`src/rtl/hzd_pkg.sv`:
```
package hzd_pkg;

  parameter int REG_W   = 5;
  parameter int OP_W    = 4;
  parameter int NUM_SRC = 2;
  parameter int TAIL_N  = 2;

  typedef struct packed {
    logic [REG_W-1:0] srcA;
    logic [REG_W-1:0] srcB;
    logic [REG_W-1:0] dest;
    logic             memToReg;
    logic             regWrite;
    logic             memWrite;
    logic [OP_W-1:0]  aluOp;
  } stage_t;

  localparam int STAGE_W = $bits(stage_t);

  typedef struct packed {
    logic holdFetch;
    logic holdDecode;
    logic clearExec;
  } strobe_t;

  typedef struct packed {
    logic [REG_W-1:0] dest;
    logic             regWrite;
    logic             memWrite;
  } tail_t;

endpackage

```
`src/rtl/hzd_detect.sv`:
```
module hzd_detect
  import hzd_pkg::*;
(
  input  logic                            clk,
  input  logic                            rst_n,
  input  logic [REG_W-1:0]                exeDest,
  input  logic                            exeMemToReg,
  input  logic [NUM_SRC-1:0][REG_W-1:0]   decSrc,
  output strobe_t                         strobe
);

  logic [NUM_SRC-1:0] srcHit;
  logic               destLive;
  logic               loadUse;

  assign destLive = (exeDest != '0);

  genvar gi;
  generate
    for (gi = 0; gi < NUM_SRC; gi++) begin : g_cmp
      assign srcHit[gi] = (decSrc[gi] == exeDest);
    end
  endgenerate

  assign loadUse = exeMemToReg && destLive && (|srcHit);

  always_comb begin
    strobe.holdFetch  = loadUse;
    strobe.holdDecode = loadUse;
    strobe.clearExec  = loadUse;
  end

  AST_STALL_SINGLE: assert property (@(posedge clk) disable iff (!rst_n)
    strobe.holdDecode |=> !strobe.holdDecode);

endmodule

```
`src/rtl/hzd_pipe_regs.sv`:
```
module hzd_pipe_regs
  import hzd_pkg::*;
(
  input  logic    clk,
  input  logic    rst_n,
  input  stage_t  inStage,
  input  strobe_t strobe,
  output stage_t  fetchQ,
  output stage_t  decQ,
  output stage_t  exeQ,
  output tail_t   memQ,
  output tail_t   wbQ
);

  tail_t tailQ [TAIL_N];
  tail_t exeTail;

  always_ff @(posedge clk) begin
    if (!rst_n)                fetchQ <= '0;
    else if (!strobe.holdFetch) fetchQ <= inStage;
  end

  always_ff @(posedge clk) begin
    if (!rst_n)                 decQ <= '0;
    else if (!strobe.holdDecode) decQ <= fetchQ;
  end

  always_ff @(posedge clk) begin
    if (!rst_n)                exeQ <= '0;
    else if (strobe.clearExec) exeQ <= '0;
    else                       exeQ <= decQ;
  end

  always_comb begin
    exeTail.dest     = exeQ.dest;
    exeTail.regWrite = exeQ.regWrite;
    exeTail.memWrite = exeQ.memWrite;
  end

  genvar gt;
  generate
    for (gt = 0; gt < TAIL_N; gt++) begin : g_tail
      if (gt == 0) begin : g_first
        always_ff @(posedge clk) begin
          if (!rst_n) tailQ[gt] <= '0;
          else        tailQ[gt] <= exeTail;
        end
      end else begin : g_next
        always_ff @(posedge clk) begin
          if (!rst_n) tailQ[gt] <= '0;
          else        tailQ[gt] <= tailQ[gt-1];
        end
      end
    end
  endgenerate

  assign memQ = tailQ[0];
  assign wbQ  = tailQ[TAIL_N-1];

  AST_FETCH_HOLD: assert property (@(posedge clk) disable iff (!rst_n)
    strobe.holdFetch |=> (fetchQ == $past(fetchQ)));

  AST_DECODE_HOLD: assert property (@(posedge clk) disable iff (!rst_n)
    strobe.holdDecode |=> (decQ == $past(decQ)));

  AST_EXEC_BUBBLE: assert property (@(posedge clk) disable iff (!rst_n)
    strobe.clearExec |=> (exeQ == '0));

  AST_MEM_BUBBLE: assert property (@(posedge clk) disable iff (!rst_n)
    strobe.clearExec |=> ##1 (!memQ.regWrite && !memQ.memWrite));

  AST_STALL_NEEDS_LOAD: assert property (@(posedge clk) disable iff (!rst_n)
    strobe.holdDecode |-> exeQ.memToReg);

endmodule

```
`src/rtl/hzd_stall_top.sv`:
```
module hzd_stall_top
  import hzd_pkg::*;
(
  input  logic               clk,
  input  logic               rst_n,
  input  logic [REG_W-1:0]   inSrcA,
  input  logic [REG_W-1:0]   inSrcB,
  input  logic [REG_W-1:0]   inDest,
  input  logic               inMemToReg,
  input  logic               inRegWrite,
  input  logic               inMemWrite,
  input  logic [OP_W-1:0]    inAluOp,
  output logic               stallFetch,
  output logic               stallDecode,
  output logic               flushExec,
  output logic [STAGE_W-1:0] fetchWord,
  output logic [STAGE_W-1:0] decodeWord,
  output logic [STAGE_W-1:0] execWord,
  output logic               memRegWrite,
  output logic               memMemWrite,
  output logic               wbRegWrite,
  output logic [REG_W-1:0]   wbDest
);

  stage_t  inStage;
  stage_t  fetchQ;
  stage_t  decQ;
  stage_t  exeQ;
  tail_t   memQ;
  tail_t   wbQ;
  strobe_t strobe;
  logic [NUM_SRC-1:0][REG_W-1:0] decSrc;

  always_comb begin
    inStage.srcA     = inSrcA;
    inStage.srcB     = inSrcB;
    inStage.dest     = inDest;
    inStage.memToReg = inMemToReg;
    inStage.regWrite = inRegWrite;
    inStage.memWrite = inMemWrite;
    inStage.aluOp    = inAluOp;
  end

  assign decSrc[0] = decQ.srcA;
  assign decSrc[1] = decQ.srcB;

  hzd_detect u_detect (
    .clk         (clk),
    .rst_n       (rst_n),
    .exeDest     (exeQ.dest),
    .exeMemToReg (exeQ.memToReg),
    .decSrc      (decSrc),
    .strobe      (strobe)
  );

  hzd_pipe_regs u_regs (
    .clk     (clk),
    .rst_n   (rst_n),
    .inStage (inStage),
    .strobe  (strobe),
    .fetchQ  (fetchQ),
    .decQ    (decQ),
    .exeQ    (exeQ),
    .memQ    (memQ),
    .wbQ     (wbQ)
  );

  assign stallFetch  = strobe.holdFetch;
  assign stallDecode = strobe.holdDecode;
  assign flushExec   = strobe.clearExec;
  assign fetchWord   = fetchQ;
  assign decodeWord  = decQ;
  assign execWord    = exeQ;
  assign memRegWrite = memQ.regWrite;
  assign memMemWrite = memQ.memWrite;
  assign wbRegWrite  = wbQ.regWrite;
  assign wbDest      = wbQ.dest;

endmodule

```
`config.mk`:
```
export PLATFORM = sky130hd
export DESIGN_NAME = hzd_stall_top
export DESIGN_NICKNAME = d
export VERILOG_FILES = /design/src/rtl/hzd_pkg.sv /design/src/rtl/hzd_detect.sv /design/src/rtl/hzd_pipe_regs.sv /design/src/rtl/hzd_stall_top.sv
export SDC_FILE = /design/constraint.sdc
export NUM_CORES = 1
export LEC_CHECK = 0
export CORE_UTILIZATION = 35
export CTS_CLUSTER_DIAMETER = 50
export DETAILED_ROUTE_END_ITERATION = 8
export GPL_ROUTABILITY_DRIVEN = 0
export MAX_ROUTING_LAYER = met4
export PLACE_DENSITY_LB_ADDON = 0.1
export REMOVE_ABC_BUFFERS = 1
export SLEW_MARGIN = 20
export SYNTH_ARGS = -nofsm -noshare
export SYNTH_HDL_FRONTEND = slang
export SYNTH_SLANG_ARGS = --single-unit
```
`constraint.sdc`:
```
create_clock -name clk -period 2 [get_ports clk]
set_clock_uncertainty 0.15 [all_clocks]
set_input_delay 0.4 -clock clk [delete_from_list [all_inputs] [get_ports clk]]
set_output_delay 0.4 -clock clk [all_outputs]
set_load 0.005 [all_outputs]
```
# [Word level (Yosys, flattened, before mapping)]
# Memory sizes are Yosys's and may differ from the RTL's.
# Index checks and enable logic that the tools add are counted.
[word_totals] regBits=66 latchBits=0 ramBits=14 mem_bits_ro=0 in_bits=24 out_inout_bits=77 wordCells=36 mem_count=1
[mem_list] name="u_regs.tailQ" words=2 width=7 rd=2 rd_clocked_by_memory_dff=0 wr=2 line_no="hzd_pipe_regs.sv:15" rtl="tail_t tailQ [TAIL_N];"
[op_classes] add_sub_neg=0 mul=0 div=0 n_lt_le_gt_ge=0 n_eq_ne=2 n_shift=0 mux=4 n_bitwise=3 reduce_logical=5
[op_table] operator="$mux W7" n=2
[op_table] operator="$eq A5 B5 Y1" n=2
[op_table] operator="$reduce_bool A5 Y1" n=1
[op_table] operator="$reduce_or A2 Y1" n=2
[op_table] operator="$logic_and A1 B1 Y1" n=2
[op_table] operator="$mux W1" n=2
[op_table] operator="$or A1 B1 Y1" n=2
[op_table] operator="$not A1 Y1" n=1

# [Logic depth before layout (Yosys ltp)]
# Gate-level depths: netlist of run 1.
[logic_depth] depth_word=4 depth_mapped=7 depth_no_buf=6

# [By module]
# From an unflattened synthesis of run 1, not the netlist that was laid out.
[hier_totals] hier_cells=239 hier_area_um2=2859.0
[by_module_without_submodules] module="hzd_pipe_regs" instances=1 cells_each=219 area_per_inst_um2=2711.4 seq_area_each_um2=1601.5
[by_module_without_submodules] module="hzd_detect" instances=1 cells_each=20 area_per_inst_um2=147.6 seq_area_each_um2=0.0

# [Worst setup path before layout of run 1]
# OpenSTA, ideal clock, no wires.
[synth_path] kind="reg2out" startpoint="register, netlist name u_regs.exeQ[7]" endpoint="output stallDecode" t_arrival_ns=1.516 required_ns=1.450 setup_slack_ns=-0.066 stages_incl_launch_ff=6 n_path_buf=2 cell_sequence="dfxtp_1 > or4_4 > o211ai_4 > inv_4 > buf_6 > buf_4"
[synth_between] elab_chain_len=3 word_cells_on_any_way=6 classes_between="2 x eq/ne; 4 x reduce/logical"
[synth_lines] element="$eq A5 B5 Y1 or $reduce_bool A5 Y1 (tied branches)" line_no="hzd_detect.sv:21, hzd_detect.sv:16"
[synth_lines] element="$reduce_or A2 Y1 or $logic_and A1 B1 Y1 (tied branches)" line_no="hzd_detect.sv:25" rtl="assign loadUse = exeMemToReg && destLive && (|srcHit);"
[synth_lines] element="$logic_and A1 B1 Y1 *" line_no="hzd_detect.sv:25"
[synth_lines] element="end: declaration" line_no="hzd_stall_top.sv:14" rtl="output logic stallDecode,"
# Every way passes the cells marked *; elsewhere a longest branch is shown, timed or not.

# [Worst setup path in the final report of run 1]
[layout_path] startpoint="register, netlist name u_regs.exeQ[8]" endpoint="output flushExec"
[layout_between] elab_chain_len=3 word_cells_on_any_way=6 classes_between="2 x eq/ne; 4 x reduce/logical"
[layout_lines] element="$eq A5 B5 Y1 or $reduce_bool A5 Y1 (tied branches)" line_no="hzd_detect.sv:21, hzd_detect.sv:16"
[layout_lines] element="$reduce_or A2 Y1 or $logic_and A1 B1 Y1 (tied branches)" line_no="hzd_detect.sv:25"
[layout_lines] element="$logic_and A1 B1 Y1 *" line_no="hzd_detect.sv:25"
[layout_lines] element="end: declaration" line_no="hzd_stall_top.sv:15" rtl="output logic flushExec,"
# Marks and branches as above.

==> run metrics, run 1 <==
met1 WL=~2.7 mm; setup slack, reg-to-reg=-0.06 ns; r2r worst-path depth=4; cell row count=31; drt drc=0; layout cells sized above 1=0.1266; post-route minimum period=2.173 ns; Lkg Pwr=1.798 nW; Least-Margin Pin Slew=0.5075 ns; Core Util, Final=0.5591; Mapped Cells=between 200 and 300; Worst Path Required=approximately 1.5 ns; worst hold endpoint=u_regs.tailQ[1][3]; uppermost routed layer=met4; final net count=between 300 and 400; worst-path fanout max=4; metal2 WL=approximately 2.7 mm; status=complete, but fails checks; Hold Path Origin=u_regs.tailQ[0][3]; total die area=about 8200 um2; final setup fails=48; routed wire length=5.783 mm; FF-to-FF End=u_regs.fetchQ[14]; yosys warns=0; via count=2121; vias in the first global route=2060; Post-Syn Area=~2800 um2; Cell variety after synth=14; sequential area share after synthesis=0.5740; First DRT Iteration DRCs=60; die width=90.73 um; power per cell area=between 700 and 800 nW/um2; Layout Area Growth over Synthesis=51.14%; largest net degree at the start of global routing=about 100; clock slew at reported path FFs=0.08 ns; drt first pass iters=4; CP Capture Type=output port; initial antenna violation count=0; worst-skew pair later-pin latency=between 0.3 and 0.4 ns; routed len/inst=12.10 um; worst hold stages=1; root buffer cell=clkbuf_8; CTS tree=yes; Max IR drop VDD=slightly above 400 uV; dpl hpwl=around 3.8 mm; Fillers=687; R2R Path Start=u_regs.exeQ[8]; Rel. slew slack=0.6617; Overflow after GRT=0; vias per cell=4.437; Final period util=1.087; most frequent cells in the layout=95 x clkdlybuf4s50_1, 75 x dfxtp_1, 68 x nand2_1; Worst Path Arrival=1.62 ns; Starting Density=0.3700; number of diodes=0; commonest non-fill, non-tap cell in the layout=clkdlybuf4s50_1; failing checks=negative setup slack; CP Class=reg2out; Die Y=90.73 um; count of state elements after synthesis=79; Hold Vio Cnt, Final=0; unrepaired setup endpoints after global routing=true; first-pass GRT wire length=9.535 mm; H-tree depth=3; Hold/Removal Path Class=reg2reg; CTS sink count=between 70 and 80; I/O pin total=a little over 100; Core Area=7447 um2; gr usage total=0.1511; Worst Setup Start Kind=register; PnR worst setup slack=-0.1730 ns; routed wl met3=239 um; IO buf count=100; Routed Antenna Nets=0; maximum clock path buffer count=2; setup TNS=-1.824 ns; Syn Area/Cell=10.52 um2; Max Slew Vio Count=0; max cap viols=0; CTS Buf Count=9; Fmax=460.2 MHz
[timing repair]
action / 4_1_cts / 5_1_grt
gates cloned: 0 / 0
hold buffers: 0 / 0
setup buffers: 2 / 0
resized for setup: 17 / 4
setup endpoints to repair: 70 / 72
pin swaps: 2 / 2
[logic make-up after synthesis]
group,Yosys count,share of synthesized area
AOI/OAI and AO/OA,2,0.009992
buffers and inverters,21,0.04451
muxes,44,0.1599
DFF,79,0.5740
xor gates and xnor gates,10,0.03179
and+or+nand+nor,106,0.1798
[metrics by stage]
stage / setup slack (ns) / hold slack [ns] / power, mW / cells / area [um2]
floorplan: -0.5202 / 0.2618 / 1.800 / 242 / 2639
global placement: -0.1608 / 0.2645 / 2.026 / 460 / 3914
detailed placement: -0.2022 / 0.2695 / 2.029 / 460 / 3914
CTS: -0.2264 / 0.2841 / 3.355 / 478 / 4151
global route: -0.2389 / 0.2937 / 3.461 / 478 / 4164
finish: -0.1730 / 0.2779 / 3.308 / 478 / 4164
[Yosys cell counts (all sizes together)]
cell    number  share of area
o22ai        1         0.0023
and3        22          0.050
nand3        2         0.0036
buf          8          0.026
clkbuf      12          0.016
mux2i       44           0.16
and2        13          0.030
nand2       68          0.093
inv          1         0.0023
dfxtp       79           0.57
or4          1         0.0041
o211ai       1         0.0077
xnor2       10          0.032
[metal layers]
metal  up-vias  global-route usage
li1       1080                   -
met1       973              0.1820
met2        57              0.2380
met3        11             0.03199
met4         0             0.07661
met5         -                   -
[worst max-delay path by stage]
| stage | start | endpoint | slack, ns | depth (start not counted) |
|---|---|---|---|---|
| after floorplan | u_regs.exeQ[7] | flushExec | -0.52 | 3 |
| after global placement | u_regs.exeQ[7] | flushExec | -0.16 | 4 |
| after detailed placement | u_regs.exeQ[8] | flushExec | -0.20 | 6 |
| after CTS | u_regs.exeQ[8] | flushExec | -0.23 | 4 |
| after global routing | u_regs.exeQ[8] | flushExec | -0.24 | 4 |
| final | u_regs.exeQ[8] | flushExec | -0.17 | 4 |
[power by group]
part / internal, mW / switching (mW)
logic: 0.207 / 0.120
registers: 1.63 / 0.0326
clock network: 0.771 / 0.545
[registers in the layout, indices dropped and copies added (netlist names)]
signal,flops
u_regs.fetchQ,22
u_regs.tailQ,13
u_regs.decQ,22
u_regs.exeQ,22
[layout make-up]
cell class | instances | area, um2 | area share
Clock inverter | 3 | 65.06 | 0.01563
Tap cell | 99 | 123.9 | 0.02975
Inverter | 1 | 6.256 | 0.001502
Multi-Input combinational cell | 162 | 1065 | 0.2557
Clock buffer | 13 | 158.9 | 0.03816
Timing Repair Buffer | 121 | 1154 | 0.2770
Sequential cell | 79 | 1592 | 0.3822
[worst max-delay path: stages (launching register included)]
cell and delay [ns]:
dfxtp_4 0.35, or4_4 0.54, o211ai_4 0.22, inv_4 0.05
buf_2 0.13
(Power assumes the default switching activity.)
==> run 2: changes to the inputs <==
- clock period: 2 -> 2.1 ns (I/O delays scaled with it)
==> run metrics, run 2 (synthesis results as in run 1) <==
status=complete, but fails checks (unchanged); failing checks=negative setup slack (unchanged); H-tree depth=3 (unchanged); Core Area=7447 um2 (unchanged); I/O pin total=101 (unchanged); CTS sink count=79 (unchanged); post-route minimum period=2.203 ns; Max Slew Vio Count=0 (unchanged); final setup fails=3 (was 48); Hold Path Origin=u_regs.tailQ[0][3] (unchanged); Routed Antenna Nets=0 (unchanged); max cap viols=0 (unchanged); worst hold stages=1 (unchanged); routed wire length=5.851 mm (was 5.783 mm); Hold Vio Cnt, Final=0 (unchanged); Max IR drop VDD=413.6 uV (was 406.4 uV); routed len/inst=12.24 um (was 12.10 um); Overflow after GRT=0 (unchanged); initial antenna violation count=0 (unchanged); worst hold endpoint=u_regs.tailQ[1][3] (unchanged); First DRT Iteration DRCs=47 (was 60); clock slew at reported path FFs=0.08 ns (about the same); dpl hpwl=3.790 mm (was 3.761 mm); number of diodes=0 (unchanged); Starting Density=0.3700 (unchanged); worst-skew pair later-pin latency=0.34 ns (about the same); largest net degree at the start of global routing=102 (unchanged); worst-path fanout max=4 (unchanged); footprint of the multi-input gates=1057 um2 (was 1065 um2); Fillers=684 (was 687); unrepaired setup endpoints after global routing=true (unchanged); via count=2101 (was 2121); Lkg Pwr=1.785 nW (was 1.798 nW); setup TNS=-0.3074 ns (was -1.824 ns); layout cells sized above 1=0.1214 (was 0.1266); root buffer cell=clkbuf_8 (unchanged); R2R Path Start=u_regs.exeQ[8] (unchanged); final net count=398 (unchanged); cell row count=31 (unchanged); gr usage total=0.1532 (was 0.1511); CTS tree=yes (unchanged); Worst Setup Start Kind=register (unchanged); PnR worst setup slack=-0.1034 ns (was -0.1730 ns); commonest non-fill, non-tap cell in the layout=clkdlybuf4s50_1 (unchanged); biggest regs=u_regs.decQ x22, u_regs.exeQ x22, u_regs.fetchQ x22 (unchanged); IO buf count=100 (unchanged); Rel. slew slack=0.6719 (was 0.6617); Die Y=90.73 um (unchanged); Worst Path Required=1.53 ns (was 1.45 ns); non-filler cells, final=478 (unchanged); drt first pass iters=6 (was 4); vias in the first global route=2021 (was 2060); DP Cell Count=460 (unchanged); most frequent cells in the layout=96 x clkdlybuf4s50_1, 77 x dfxtp_1, 68 x nand2_1 (was 95 x clkdlybuf4s50_1, 75 x dfxtp_1, 68 x nand2_1); total die area=8231 um2 (unchanged); drt drc=0 (unchanged); FF-to-FF End=u_regs.decQ[13] (was u_regs.fetchQ[14]); first-pass GRT wire length=9.694 mm (was 9.535 mm); hold_buf cts=0 (unchanged); maximum clock path buffer count=2 (unchanged); storage element area=1589 um2 (was 1592 um2); Hold/Removal Path Class=reg2reg (unchanged); CTS Buf Count=9 (unchanged); Final period util=1.049; Worst Path Arrival=1.63 ns (was 1.62 ns); Fmax=453.8 MHz; CP Class=reg2out (unchanged); vias per cell=4.395 (was 4.437); die width=90.73 um (unchanged); Core Util, Final=0.5647 (was 0.5591); power per cell area=775.4 nW/um2 (was 794.5 nW/um2); Layout Area Growth over Synthesis=52.63% (was 51.14%); Least-Margin Pin Slew=0.4921 ns (was 0.5075 ns); worst hold slack=0.2830 ns (was 0.2779 ns); Setup WS pre-CTS=-0.1087 ns (was -0.2022 ns); CP Capture Type=output port (unchanged); r2r worst-path depth=8 (was 4); setup slack, reg-to-reg=0.04 ns (was -0.06 ns)
==> run 2: per-stage QoR <==
step / instance area, um2 / power (mW)
final: 4205 / 3.261
after global placement: 3914 / 1.930
after floorplan: 2639 / 1.714
after CTS: 4180 / 3.303
after detailed placement: 3914 / 1.933
after global routing: 4205 / 3.400
==> run 2: power by group <==
group | switching (mW) | internal [mW] | leakage (nW)
Sequential | 0.0313 | 1.55 | 0.650
Clock | 0.539 | 0.823 | 0.116
Combinational | 0.115 | 0.199 | 1.02
Total | 0.686 | 2.58 | 1.78
==> run 2: worst max path at each step <==
stage / start / end / slack (ns) / cells past startpoint
6_report: u_regs.exeQ[7] / stallDecode / -0.10 / 4
5_1_grt: u_regs.exeQ[7] / stallDecode / -0.15 / 4
4_1_cts: u_regs.exeQ[8] / stallDecode / -0.16 / 4
3_5_place_dp: u_regs.exeQ[7] / stallDecode / -0.11 / 4
3_3_place_gp: u_regs.exeQ[7] / flushExec / -0.08 / 4
2_1_floorplan: u_regs.exeQ[7] / flushExec / -0.44 / 3
==> run 2: area by class of cell <==
cell class | count | share of cell area
inverter | 1 | 0.001488
clock inverter | 5 | 0.02499
clock buffer | 11 | 0.03362
multi-input combinational | 162 | 0.2514
timing repair buffer | 121 | 0.2812
sequential | 79 | 0.3779
tap | 99 | 0.02946
==> run 2: metal layers <==
| layer | track usage | share of wire | wire (um) | vias up |
|---|---|---|---|---|
| met3 | 0.03620 | 0.051 | 301 | 10 |
| met5 | - | 0 | 0 | - |
| met4 | 0.07258 | 0.017 | 99 | 0 |
| li1 | - | - | - | 1079 |
| met1 | 0.1869 | 0.46 | 2708 | 954 |
| met2 | 0.2380 | 0.47 | 2741 | 58 |
==> run 2: critical path, cell delays in order (launching register included) <==
cell,delay [ns]
dfxtp_4,0.34
or4_4,0.54
o211ai_4,0.23
inv_4,0.07
buf_6,0.12
==> run 2: repair_timing <==
action,in CTS,in global routing
endpoints found under the setup margin,7,69
buffers inserted,2,0
pin swaps,2,2
gates resized for setup,16,4
==> run 3: changes to the inputs <==
- CELL_PAD_IN_SITES_DETAIL_PLACEMENT: not set -> 1
- CELL_PAD_IN_SITES_GLOBAL_PLACEMENT: not set -> 2
- CORE_UTILIZATION: 35 -> 26
==> run metrics, run 3 (synthesis results as in run 1) <==
status=complete, but fails checks (unchanged); failing checks=negative setup slack (unchanged); First DRT Iteration DRCs=71 (was 47); cell row count=37 (was 31); dpl hpwl=4.530 mm (was 3.790 mm); H-tree depth=3 (unchanged); worst hold slack=0.2876 ns (was 0.2830 ns); non-filler cells, final=511 (was 478); CTS Buf Count=9 (unchanged); Routed Antenna Nets=0 (unchanged); drt drc=0 (unchanged); worst hold endpoint=u_regs.tailQ[1][6] (was u_regs.tailQ[1][3]); Rel. slew slack=0.6500 (was 0.6719); Overflow after GRT=0 (unchanged); switch share=0.2123 (was 0.2102); busiest grt layer=met2 (unchanged); Fillers=1168 (was 684); gr usage total=0.1378 (was 0.1532); CTS tree=yes (unchanged); worst-skew pair later-pin latency=0.35 ns (was 0.34 ns); Worst Setup Start Kind=register (unchanged); r2r worst-path depth=4 (was 8); die width=104.9 um (was 90.73 um); post-route minimum period=2.230 ns (was 2.203 ns); worst hold stages=1 (unchanged); largest net degree at the start of global routing=102 (unchanged); Hold Vio Cnt, Final=0 (unchanged); Die Y=104.9 um (was 90.73 um); Hold/Removal Path Class=reg2reg (unchanged); drt first pass iters=4 (was 6); met3 Use GR=0.03119 (was 0.03620); met1 usage=0.1630 (was 0.1869); first-pass GRT wire length=11.45 mm (was 9.694 mm); Hold Path Origin=u_regs.tailQ[0][6] (was u_regs.tailQ[0][3]); PnR worst setup slack=-0.1297 ns (was -0.1034 ns); Combinational Power Share=0.097 (was 0.096); total die area=11010 um2 (was 8231 um2); power per cell area=774.0 nW/um2 (was 775.4 nW/um2); met2 Track Usage GR=0.2228 (was 0.2380); max cap viols=0 (unchanged); Sequential Power Share=0.489 (was 0.486); routed wire length=6.878 mm (was 5.851 mm); Worst Path Required=1.53 ns (about the same); Final period util=1.062 (was 1.049); setup slack, reg-to-reg=-0.02 ns (was 0.04 ns); Core Area=10280 um2 (was 7447 um2); number of diodes=0 (unchanged); Layout Area Growth over Synthesis=52.23% (was 52.63%); Fmax=448.5 MHz (was 453.8 MHz); FF-to-FF End=u_regs.fetchQ[13] (was u_regs.decQ[13]); via count=2134 (was 2101); Least-Margin Pin Slew=0.5250 ns (was 0.4921 ns); biggest regs=u_regs.decQ x22, u_regs.exeQ x22, u_regs.fetchQ x22 (unchanged); initial antenna violation count=0 (unchanged); routed len/inst=13.46 um (was 12.24 um); DP Cell Count=495 (was 460); maximum clock path buffer count=2 (unchanged); root buffer cell=clkbuf_8 (unchanged); unrepaired setup endpoints after global routing=true (unchanged); Int Pwr=2.557 mW (was 2.575 mW); most frequent cells in the layout=96 x clkdlybuf4s50_1, 75 x dfxtp_1, 68 x nand2_1 (was 96 x clkdlybuf4s50_1, 77 x dfxtp_1, 68 x nand2_1); IO buf count=100 (unchanged); setup TNS=-0.4117 ns (was -0.3074 ns); Sw Pwr=689.0 uW (was 685.6 uW); commonest non-fill, non-tap cell in the layout=clkdlybuf4s50_1 (unchanged); CP Capture Type=output port (unchanged); Worst Path Arrival=1.66 ns (was 1.63 ns); final setup fails=6 (was 3); Max Slew Vio Count=0 (unchanged); worst-path fanout max=4 (unchanged); CP Class=reg2out (unchanged); vias in the first global route=2298 (was 2021); layout cells sized above 1=0.1200 (was 0.1214); R2R Path Start=u_regs.exeQ[8] (unchanged); Lkg Pwr=1.773 nW (was 1.785 nW); final net count=396 (was 398); I/O pin total=101 (unchanged); Max IR drop VDD=331.8 uV (was 413.6 uV); vias per cell=4.176 (was 4.395); CTS sink count=79 (unchanged); clock power share=0.414 (was 0.418); Starting Density=0.2681 (was 0.3700); clock slew at reported path FFs=0.08 ns (about the same)
[run 3: changes by cell type in the layout (fill, tap and decap cells not counted), sizes merged]
cell | before | now
buf | 25 | 23
clkbuf | 11 | 10
clkinv | 0 | 1
clkinvlp | 2 | 0
[run 3: power by group through the flow]
stage	registers [mW]	clock network (mW)	logic, mW
after floorplan	1.63	0	0.0847
after global placement	1.62	0	0.310
after detailed placement	1.63	0	0.315
after CTS	1.59	1.40	0.322
after global routing	1.60	1.46	0.345
final	1.59	1.34	0.314
[run 3: area by class of cell]
class / count / area (um2) / area share
Timing Repair Buffer: 119 / 1136 / 0.2709
Sequential cell: 79 / 1592 / 0.3795
Clock buffer: 10 / 137.6 / 0.03282
Tap cell: 136 / 170.2 / 0.04057
Clock inverter: 4 / 95.09 / 0.02267
Inverter: 1 / 6.256 / 0.001492
Multi-Input combinational cell: 162 / 1057 / 0.2521
[run 3: worst max-delay path by stage]
stage	endpoint	from
floorplan	flushExec	u_regs.exeQ[7]
global placement	flushExec	u_regs.exeQ[7]
detailed placement	stallFetch	u_regs.exeQ[10]
CTS	stallFetch	u_regs.exeQ[8]
global route	stallFetch	u_regs.exeQ[8]
finish	stallFetch	u_regs.exeQ[8]
[run 3: metal layers]
layer  share of wire  wire length (um)  vias up
met3           0.047               320        9
li1                -                 -     1071
met4           0.018               127        0
met5               0                 0        -
met1            0.46              3176      995
met2            0.47              3254       59
[run 3: worst max-delay path: stages (launching register included)]
cell and delay, ns:
dfxtp_4 0.35, or4_4 0.54, o211ai_4 0.24, inv_4 0.06, buf_2 0.13
[run 3: repair_timing]
item / CTS / global route
resized for setup: 19 / 0
setup buffers: 2 / 0
hold buffers: 0 / 0
pin swaps: 2 / 2
endpoints found under the setup margin: 70 / 69
cloned: 0 / 0
endpoints found under the hold margin: 0 / 0
[run 3: metrics by stage]
stage / area, um2 / util / worst slack, ns / power [mW]
after global routing: 4194 / 0.4081 / -0.1924 / 3.400
after floorplan: 2639 / - / -0.4402 / 1.714
after global placement: 3945 / 0.3839 / -0.09738 / 1.935
final: 4194 / 0.4081 / -0.1297 / 3.246
after detailed placement: 3945 / 0.3839 / -0.1676 / 1.941
after CTS: 4194 / 0.4081 / -0.1866 / 3.307
